### src/rtl/sample_packer.sv
module sample_packer #(
  parameter int WORD_W = 64,
  parameter int DEPTH  = 16,
  parameter int BURST  = 8,
  parameter int ADDR_W = 24
) (
  input  logic              clk,
  input  logic              rst_n,
  input  logic [1:0]        mode,
  input  logic              arm,
  input  logic              stop,
  input  logic              smp_valid,
  input  logic [15:0]       smp_data,
  output logic              mem_wr_valid,
  input  logic              mem_wr_ready,
  output logic [ADDR_W-1:0] mem_wr_addr,
  output logic [WORD_W-1:0] mem_wr_data,
  output logic              overflow,
  output logic [ADDR_W-1:0] word_count,
  output logic              done
);
  localparam int NLANES = WORD_W / 8;
  localparam int WLANES = WORD_W / 16;
  localparam int LW     = $clog2(NLANES);
  localparam int PW     = $clog2(DEPTH);
  localparam int CW     = PW + 1;
  localparam int SHW    = $clog2(WORD_W);
  localparam int BW     = $clog2(BURST + 1);

  typedef enum logic [1:0] {IDLE, RUN, FLUSH} st_t;
  st_t st;

  logic [1:0]        mode_q;
  logic [LW-1:0]     lane;
  logic [WORD_W-1:0] acc;
  logic [WORD_W-1:0] fifo [DEPTH];
  logic [PW-1:0]     wp, rp;
  logic [CW-1:0]     fcnt;
  logic [BW-1:0]     bleft;

  wire              wide      = mode_q != 2'd0;
  wire [LW-1:0]     last_lane = wide ? LW'(WLANES - 1) : LW'(NLANES - 1);
  wire [15:0]       ext       = !wide ? {8'h00, smp_data[7:0]} :
                                (mode_q == 2'd1) ? {2'b00, smp_data[13:0]} : smp_data;
  wire [SHW-1:0]    shamt     = wide ? SHW'({lane, 4'b0000}) : SHW'({lane, 3'b000});
  wire [WORD_W-1:0] merged    = acc | (WORD_W'(ext) << shamt);
  wire              take      = (st == RUN) && smp_valid && !stop;
  wire              word_done = take && (lane == last_lane);
  wire              partial   = (st == RUN) && stop && (lane != '0);
  wire              push      = word_done || partial;
  wire              full      = fcnt == CW'(DEPTH);
  wire              wr_ok     = push && !full;
  wire              pop       = mem_wr_valid && mem_wr_ready;

  assign mem_wr_valid = (fcnt != '0) && ((bleft != '0) || (st == FLUSH));
  assign mem_wr_data  = fifo[rp];

  always_ff @(posedge clk)
    if (wr_ok) fifo[wp] <= word_done ? merged : acc;

  always_ff @(posedge clk) begin
    if (!rst_n) begin
      st          <= IDLE;
      mode_q      <= 2'd0;
      lane        <= '0;
      acc         <= '0;
      wp          <= '0;
      rp          <= '0;
      fcnt        <= '0;
      bleft       <= '0;
      mem_wr_addr <= '0;
      word_count  <= '0;
      overflow    <= 1'b0;
      done        <= 1'b0;
    end else begin
      if (st == RUN && stop) begin
        lane <= '0;
        acc  <= '0;
      end else if (take) begin
        if (word_done) begin
          lane <= '0;
          acc  <= '0;
        end else begin
          lane <= lane + 1'b1;
          acc  <= merged;
        end
      end

      if (push && full) overflow <= 1'b1;
      if (wr_ok) wp <= wp + 1'b1;
      if (pop)   rp <= rp + 1'b1;
      if (wr_ok && !pop)      fcnt <= fcnt + 1'b1;
      else if (!wr_ok && pop) fcnt <= fcnt - 1'b1;

      if (pop) begin
        mem_wr_addr <= mem_wr_addr + 1'b1;
        word_count  <= word_count + 1'b1;
      end

      if (pop && bleft != '0)
        bleft <= bleft - 1'b1;
      else if (st == RUN && bleft == '0 && fcnt >= CW'(BURST))
        bleft <= BW'(BURST);

      case (st)
        IDLE: if (arm) begin
          st          <= RUN;
          mode_q      <= mode;
          mem_wr_addr <= '0;
          word_count  <= '0;
          overflow    <= 1'b0;
          done        <= 1'b0;
        end
        RUN: if (stop) st <= FLUSH;
        FLUSH: if (fcnt == '0) begin
          st   <= IDLE;
          done <= 1'b1;
        end
        default: st <= IDLE;
      endcase
    end
  end
endmodule

### config.mk
export PLATFORM = sky130hd
export DESIGN_NAME = sample_packer
export DESIGN_NICKNAME = d
export VERILOG_FILES = /design/src/rtl/sample_packer.sv
export SDC_FILE = /design/constraint.sdc
export NUM_CORES = 1
export LEC_CHECK = 0
export BUFFER_PORTS_ARGS = -buffer_cell sky130_fd_sc_hd__buf_2
export CAP_MARGIN = 20
export CORE_UTILIZATION = 48
export CTS_CLUSTER_DIAMETER = 100
export DETAILED_ROUTE_END_ITERATION = 10
export PLACE_DENSITY = 0.66
export SKIP_CTS_REPAIR_TIMING = 1
export SYNTH_ARGS = -nofsm -noshare
export SYNTH_HDL_FRONTEND = slang
export SYNTH_SLANG_ARGS = --single-unit
### constraint.sdc
create_clock -name clk -period 9.42 [get_ports clk]
set_input_delay 1.884 -clock clk [delete_from_list [all_inputs] [get_ports clk]]
set_output_delay 1.884 -clock clk [all_outputs]
set_load 0.005 [all_outputs]
### Word-level counts from Yosys, hierarchy flattened

Memories as Yosys holds them, arrays and structs flattened. A register that Yosys moved wholly into a read port is not among the register bits.
Cells that the tools add are included.

| operators by class | value |
|---|---|
| muxes and demuxes | 31 |
| $add $sub $neg | 8 |
| equality and inequality tests | 8 |
| reduce and logical (&&, ||, !) cells | 34 |
| shifts and indexed selects | 1 |
| magnitude comparators | 1 |
| bitwise operators | 2 |

Operator list:

| cell | number |
|---|---|
| 24-bit two-way mux | 6 |
| 64-bit two-way mux | 2 |
| 64-bit OR | 1 |
| 16-bit by 6-bit << shifter with 64-bit output | 1 |
| 24-bit by 1-bit adder with 24-bit output (second input constant) | 2 |
| 16-bit two-way mux | 2 |
| 4-bit two-way mux | 4 |
| 1-bit logical AND | 14 |
| 5-bit two-way mux | 2 |
| 4-bit by 1-bit adder with 4-bit output (second input constant) | 2 |
| 2-bit nonzero test | 4 |
| 1-bit two-way mux | 7 |
| 2-bit two-way mux | 3 |
| 3-bit two-way mux | 2 |
| 6-bit two-way mux | 1 |
| 2-bit one-hot mux with 3 select lines | 1 |
| 3-bit AND reduction | 2 |
| 5-bit by 1-bit adder with 5-bit output (second input constant) | 1 |
| 5-bit equality test (second input constant) | 1 |
| 5-bit by 4-bit >= comparator with 1-bit output (second input constant) | 1 |
| 5-bit logical NOT | 1 |
| 5-bit nonzero test | 1 |
| 5-bit by 1-bit subtractor with 5-bit output (second input constant) | 1 |
| 2-bit by 1-bit equality test with 1-bit output (second input constant) | 2 |
| other kinds (16) | 21 |

| storage, ports and cells | value |
|---|---|
| register bits after elaboration | 138 |
| output and inout bits | 115 |
| input port bits | 24 |
| memories kept | 1 |
| memory bits (writable) | 1024 |

Memories:

| memory | depth | width | rd ports | clocked after Yosys merged registers in | wr ports | RTL line | text |
|---|---|---|---|---|---|---|---|
| fifo | 16 | 64 | 1 | 1 | 1 | 36 | `logic [WORD_W-1:0] fifo [DEPTH];` |

### Depth between registers and ports, before layout

| logic depth | value |
|---|---|
| word-level depth | 10 |
| depth in mapped cells | 14 |
| depth with buffers taken out | 13 |

### Worst setup path after synthesis

OpenSTA, ideal clock, no wires.

| path | value |
|---|---|
| path type | input port to flip-flop |
| start point | input stop |
| end point | memory fifo[3][0], enable pin |
| path buffers | 2 |
| setup time | 0.565 ns |
| arrival time | 7.389 ns |
| stages on the path | 7 |
| required time | 8.855 ns |
| slack | 1.466 ns |
| cell sequence | and4bb_2 > buf_4 > nand3_2 > a32oi_1 > clkbuf_1 > nand2_1 > nor3_1 |

| between the ends | value |
|---|---|
| longest elaborated chain between the ends | 7 |
| elaborated cells between the ends (all ways) | 9 |
| classes of those cells | mux: 2; reduce/logical: 7 |

Ends and longest elaborated chain:

| element | RTL line | text |
|---|---|---|
| start: declaration | 11 | `input logic stop,` |
| 1-bit logical NOT | 47 | `wire take = (st == RUN) && smp_valid && !stop;` |
| 1-bit logical AND | 47 |  |
| 1-bit logical AND | 48 | `wire word_done = take && (lane == last_lane);` |
| 1-bit logical OR * | 50 | `wire push = word_done \|\| partial;` |
| 1-bit logical AND * | 52 | `wire wr_ok = push && !full;` |
| 1-bit two-way mux * (2 in a row) | 59 | `if (wr_ok) fifo[wp] <= word_done ? merged : acc;` |
| end: declaration | 36 |  |

Mark *: on every way between the ends. The rest lies on a longest branch, timed or not.

==> impl_results.md <==
- Status: complete, no violations
- Ys flop type: edfxtp_1
- Startpoint Class: register
- Pin count of the biggest net entering global routing: 132
- RSZ-0062 raised after global routing: no
- Mapped Nets: approximately 2200
- CP Max Fanout: 68
- IO Port Bufs: around 140
- Initial antenna violation count: 2
- Worst Clk Skew: 28.8 ps
- Initial Utilization: 48.7%
- CTS Buf Count: 116
- Synth top cells by count: 1024 x edfxtp_1, 320 x mux4_2, 142 x dfxtp_1
- CTS tree: done
- Post-Route M1 WL: 42000 um
- Root Driver: clkbuf_16
- Max VDD drop: approximately 180 uV
- First-pass GRT wire length: 152000 um
- Yosys cell types: 58
- Met3 wire length: 7250 um
- Crit. End Element: output port
- Worst R2R Setup Slack: 5130 ps
- Yosys warnings: 0
- Internal power: 8.42 mW
- Seq pwr share: 53.1%
- Drt first pass iters: 5
- Placed cells: between 3000 and 4000
- Largest cells by area after synthesis: edfxtp_1 69%, mux4_2 16%, dfxtp_1 6.3%, a21o_1 1.1%, a21oi_1 1.0%
- Share of cells above drive strength 1: 28.7%
- Hold EP: acc[39]
- Core area: 92100 um^2
- Count leader, synth: edfxtp_1
- DRC viols: 0
- Sw Ratio: roughly a fifth
- Number of synthesized flops with an enable pin: 1024
- Cell Pwr Density: roughly 200 nW/um^2
- Worst skew pair latency: about 710 ps
- FP Rows: 111
- GR Util All Layers: around 22%
- Final period utilization: 60.3%
- Slew Limit Fails: 0
- Top layer in use: met4
- Antenna Nets Post-Route: 0
- Vias per Instance: about 6
- Hold path depth: 2
- Biggest area consumer among synthesized cells: edfxtp_1
- Fin worst setup slack: approximately 3700 ps
- Placer Congestion: 0.810
- WL per Instance: 27.4 um
- Class of the worst hold path: register to register
- Critical path arrival: about 3800 ps
- Fill count: slightly below 7000
- Final nets: 2414
- Seq/Total Area, Yosys: 75.0%
- Combinational Power Share: 0.8%
- Hold Startpoint: acc[39]
- R2R Path Start: lane[0]
- Leak: approximately 17 nW
- Vias in the first global route: 23000
- Syn_area_per_cell: 20.4 um^2
- Syn Std Cell Area: 44800 um^2
- Synth top area share: 68.6%
- Async SR Flop Fraction: 0%
- Total wire length: 102000 um
- Clock power share: 46.1%
- Reg2Reg Depth: 9
- Power Total: 10.4 mW
- CTS sink count: 1166
- Worst Setup Path Type: register to output port
- Post-route insts no fill: 3722
- Min Tclk post-route: between 5000 and 6000 ps
- Post-Route Setup TNS: 0 ps
- Via count: 22300
- Clk pin slew, worst setup/hold paths: 60 ps
- Die Ht: 307 um
- Area delta synth->final: 14.1%
- Final setup violation count: 0
- Largest buffer count on any clock path: 3
- Clock H-tree levels: 3
- Fmax achieved: 176 MHz
- Fin. Hold Viols: 0
- Max_cap viols: 0
- Num ports: 139
- Slew @ Worst Pin: 1120 ps
- P_sw: 2.02 mW
- Worst slack at placement: 4180 ps
- WP data required: about 7500 ps
- RR Endpoint: fifo[3][17]
- Remaining Overflow, GRT: 0
- Slew headroom: between 20% and 30%
- Die area: 94600 um^2
- Post-Synthesis Cells: 2201
- Floorplan die width: 307 um
- Half-perimeter wire length after placement: 53700 um
- Yosys reg bits: 1166
- WL met2: 50900 um
- Iter 0 DRT Violations: 2116
==> power groups by stage <==
stage	Clock, mW	Combinational (mW)	Sequential (mW)
4_1_cts	4.89	0.0766	5.55
6_report	4.82	0.0806	5.55
3_5_place_dp	0	0.0763	5.66
5_1_grt	5.08	0.0846	5.54
3_3_place_gp	0	0.0741	5.66
2_1_floorplan	0	0.0420	5.65
==> area by class of cell <==
| type | count | area (um^2) | share of cell area, % |
|---|---|---|---|
| clock inverters | 69 | 826 | 1.62 |
| diodes | 2 | 5.00 | 0.00980 |
| multi-input cells | 901 | 10800 | 21.1 |
| flip-flops and latches | 1166 | 33600 | 65.8 |
| well taps | 1243 | 1560 | 3.04 |
| repair buffers | 172 | 1040 | 2.04 |
| clock buffers | 151 | 3240 | 6.34 |
| inverters | 18 | 67.6 | 0.132 |
==> kinds of logic (layout without fill, tap and decap cells) <==
family / count (synthesis) / in the layout / share of synthesized area, %
AND/OR/NAND/NOR: 317 / 317 / 3.53
flip-flops: 1166 / 1166 / 75.0
adder cells (fa/ha/maj): 15 / 15 / 0.436
XOR/XNOR: 43 / 43 / 0.841
AO/OA/AOI/OAI: 202 / 202 / 2.79
buffers and inverters: 134 / 410 / 1.24
other: 0 / 2 / 0
multiplexers: 324 / 324 / 16.2
==> registers in the layout (all words and copies together), names as in the netlist, 3 cells and up, named ones only <==
register,count
rp,4
lane,3
bleft,4
fcnt,5
fifo,1024
word_count,24
mem_wr_addr,24
acc,64
wp,4
==> how the worst max path moves through the flow <==
stage	startpoint	slack (ps)	depth (start not counted)	end
CTS	register	3390	4	mem_wr_data[61]
detailed placement	register	4180	4	mem_wr_data[61]
global route	register	3550	4	mem_wr_data[40]
floorplan	stop	1470	7	fifo[3][0]
finish	register	3740	4	mem_wr_data[40]
global placement	register	4160	4	mem_wr_data[61]
==> worst max-delay path, cell delays in order (launching register included) <==
cell and delay [ps]:
dfxtp_4 960, buf_4 900, mux4_2 470, mux4_2 480
buf_2 150
==> per-stage QoR <==
stage / cell area [um^2] / util [%] / hold WS, ps
2_1_floorplan: 44800 / - / 439
3_3_place_gp: 46900 / 51.0 / 448
3_5_place_dp: 46900 / 51.0 / 459
4_1_cts: 51000 / 55.4 / 475
5_1_grt: 51100 / 55.5 / 489
6_report: 51100 / 55.5 / 470
==> cells in the final DEF (no fill, tap or decap), types with 33 or more instances in the layout <==
cell type,n
nor2_1,111
edfxtp_1,1024
xnor2_1,33
dfxtp_1,138
clkbuf_16,118
buf_2,139
a21o_1,66
mux4_2,320
a21oi_1,90
nand2_1,57
==> metal layers <==
metal	global-route usage [%]	up-vias
li1	-	9391
met1	31.2	12000
met2	36.5	818
met3	3.27	118
met4	5.57	0
met5	0	-
(Power assumes the default switching activity.)
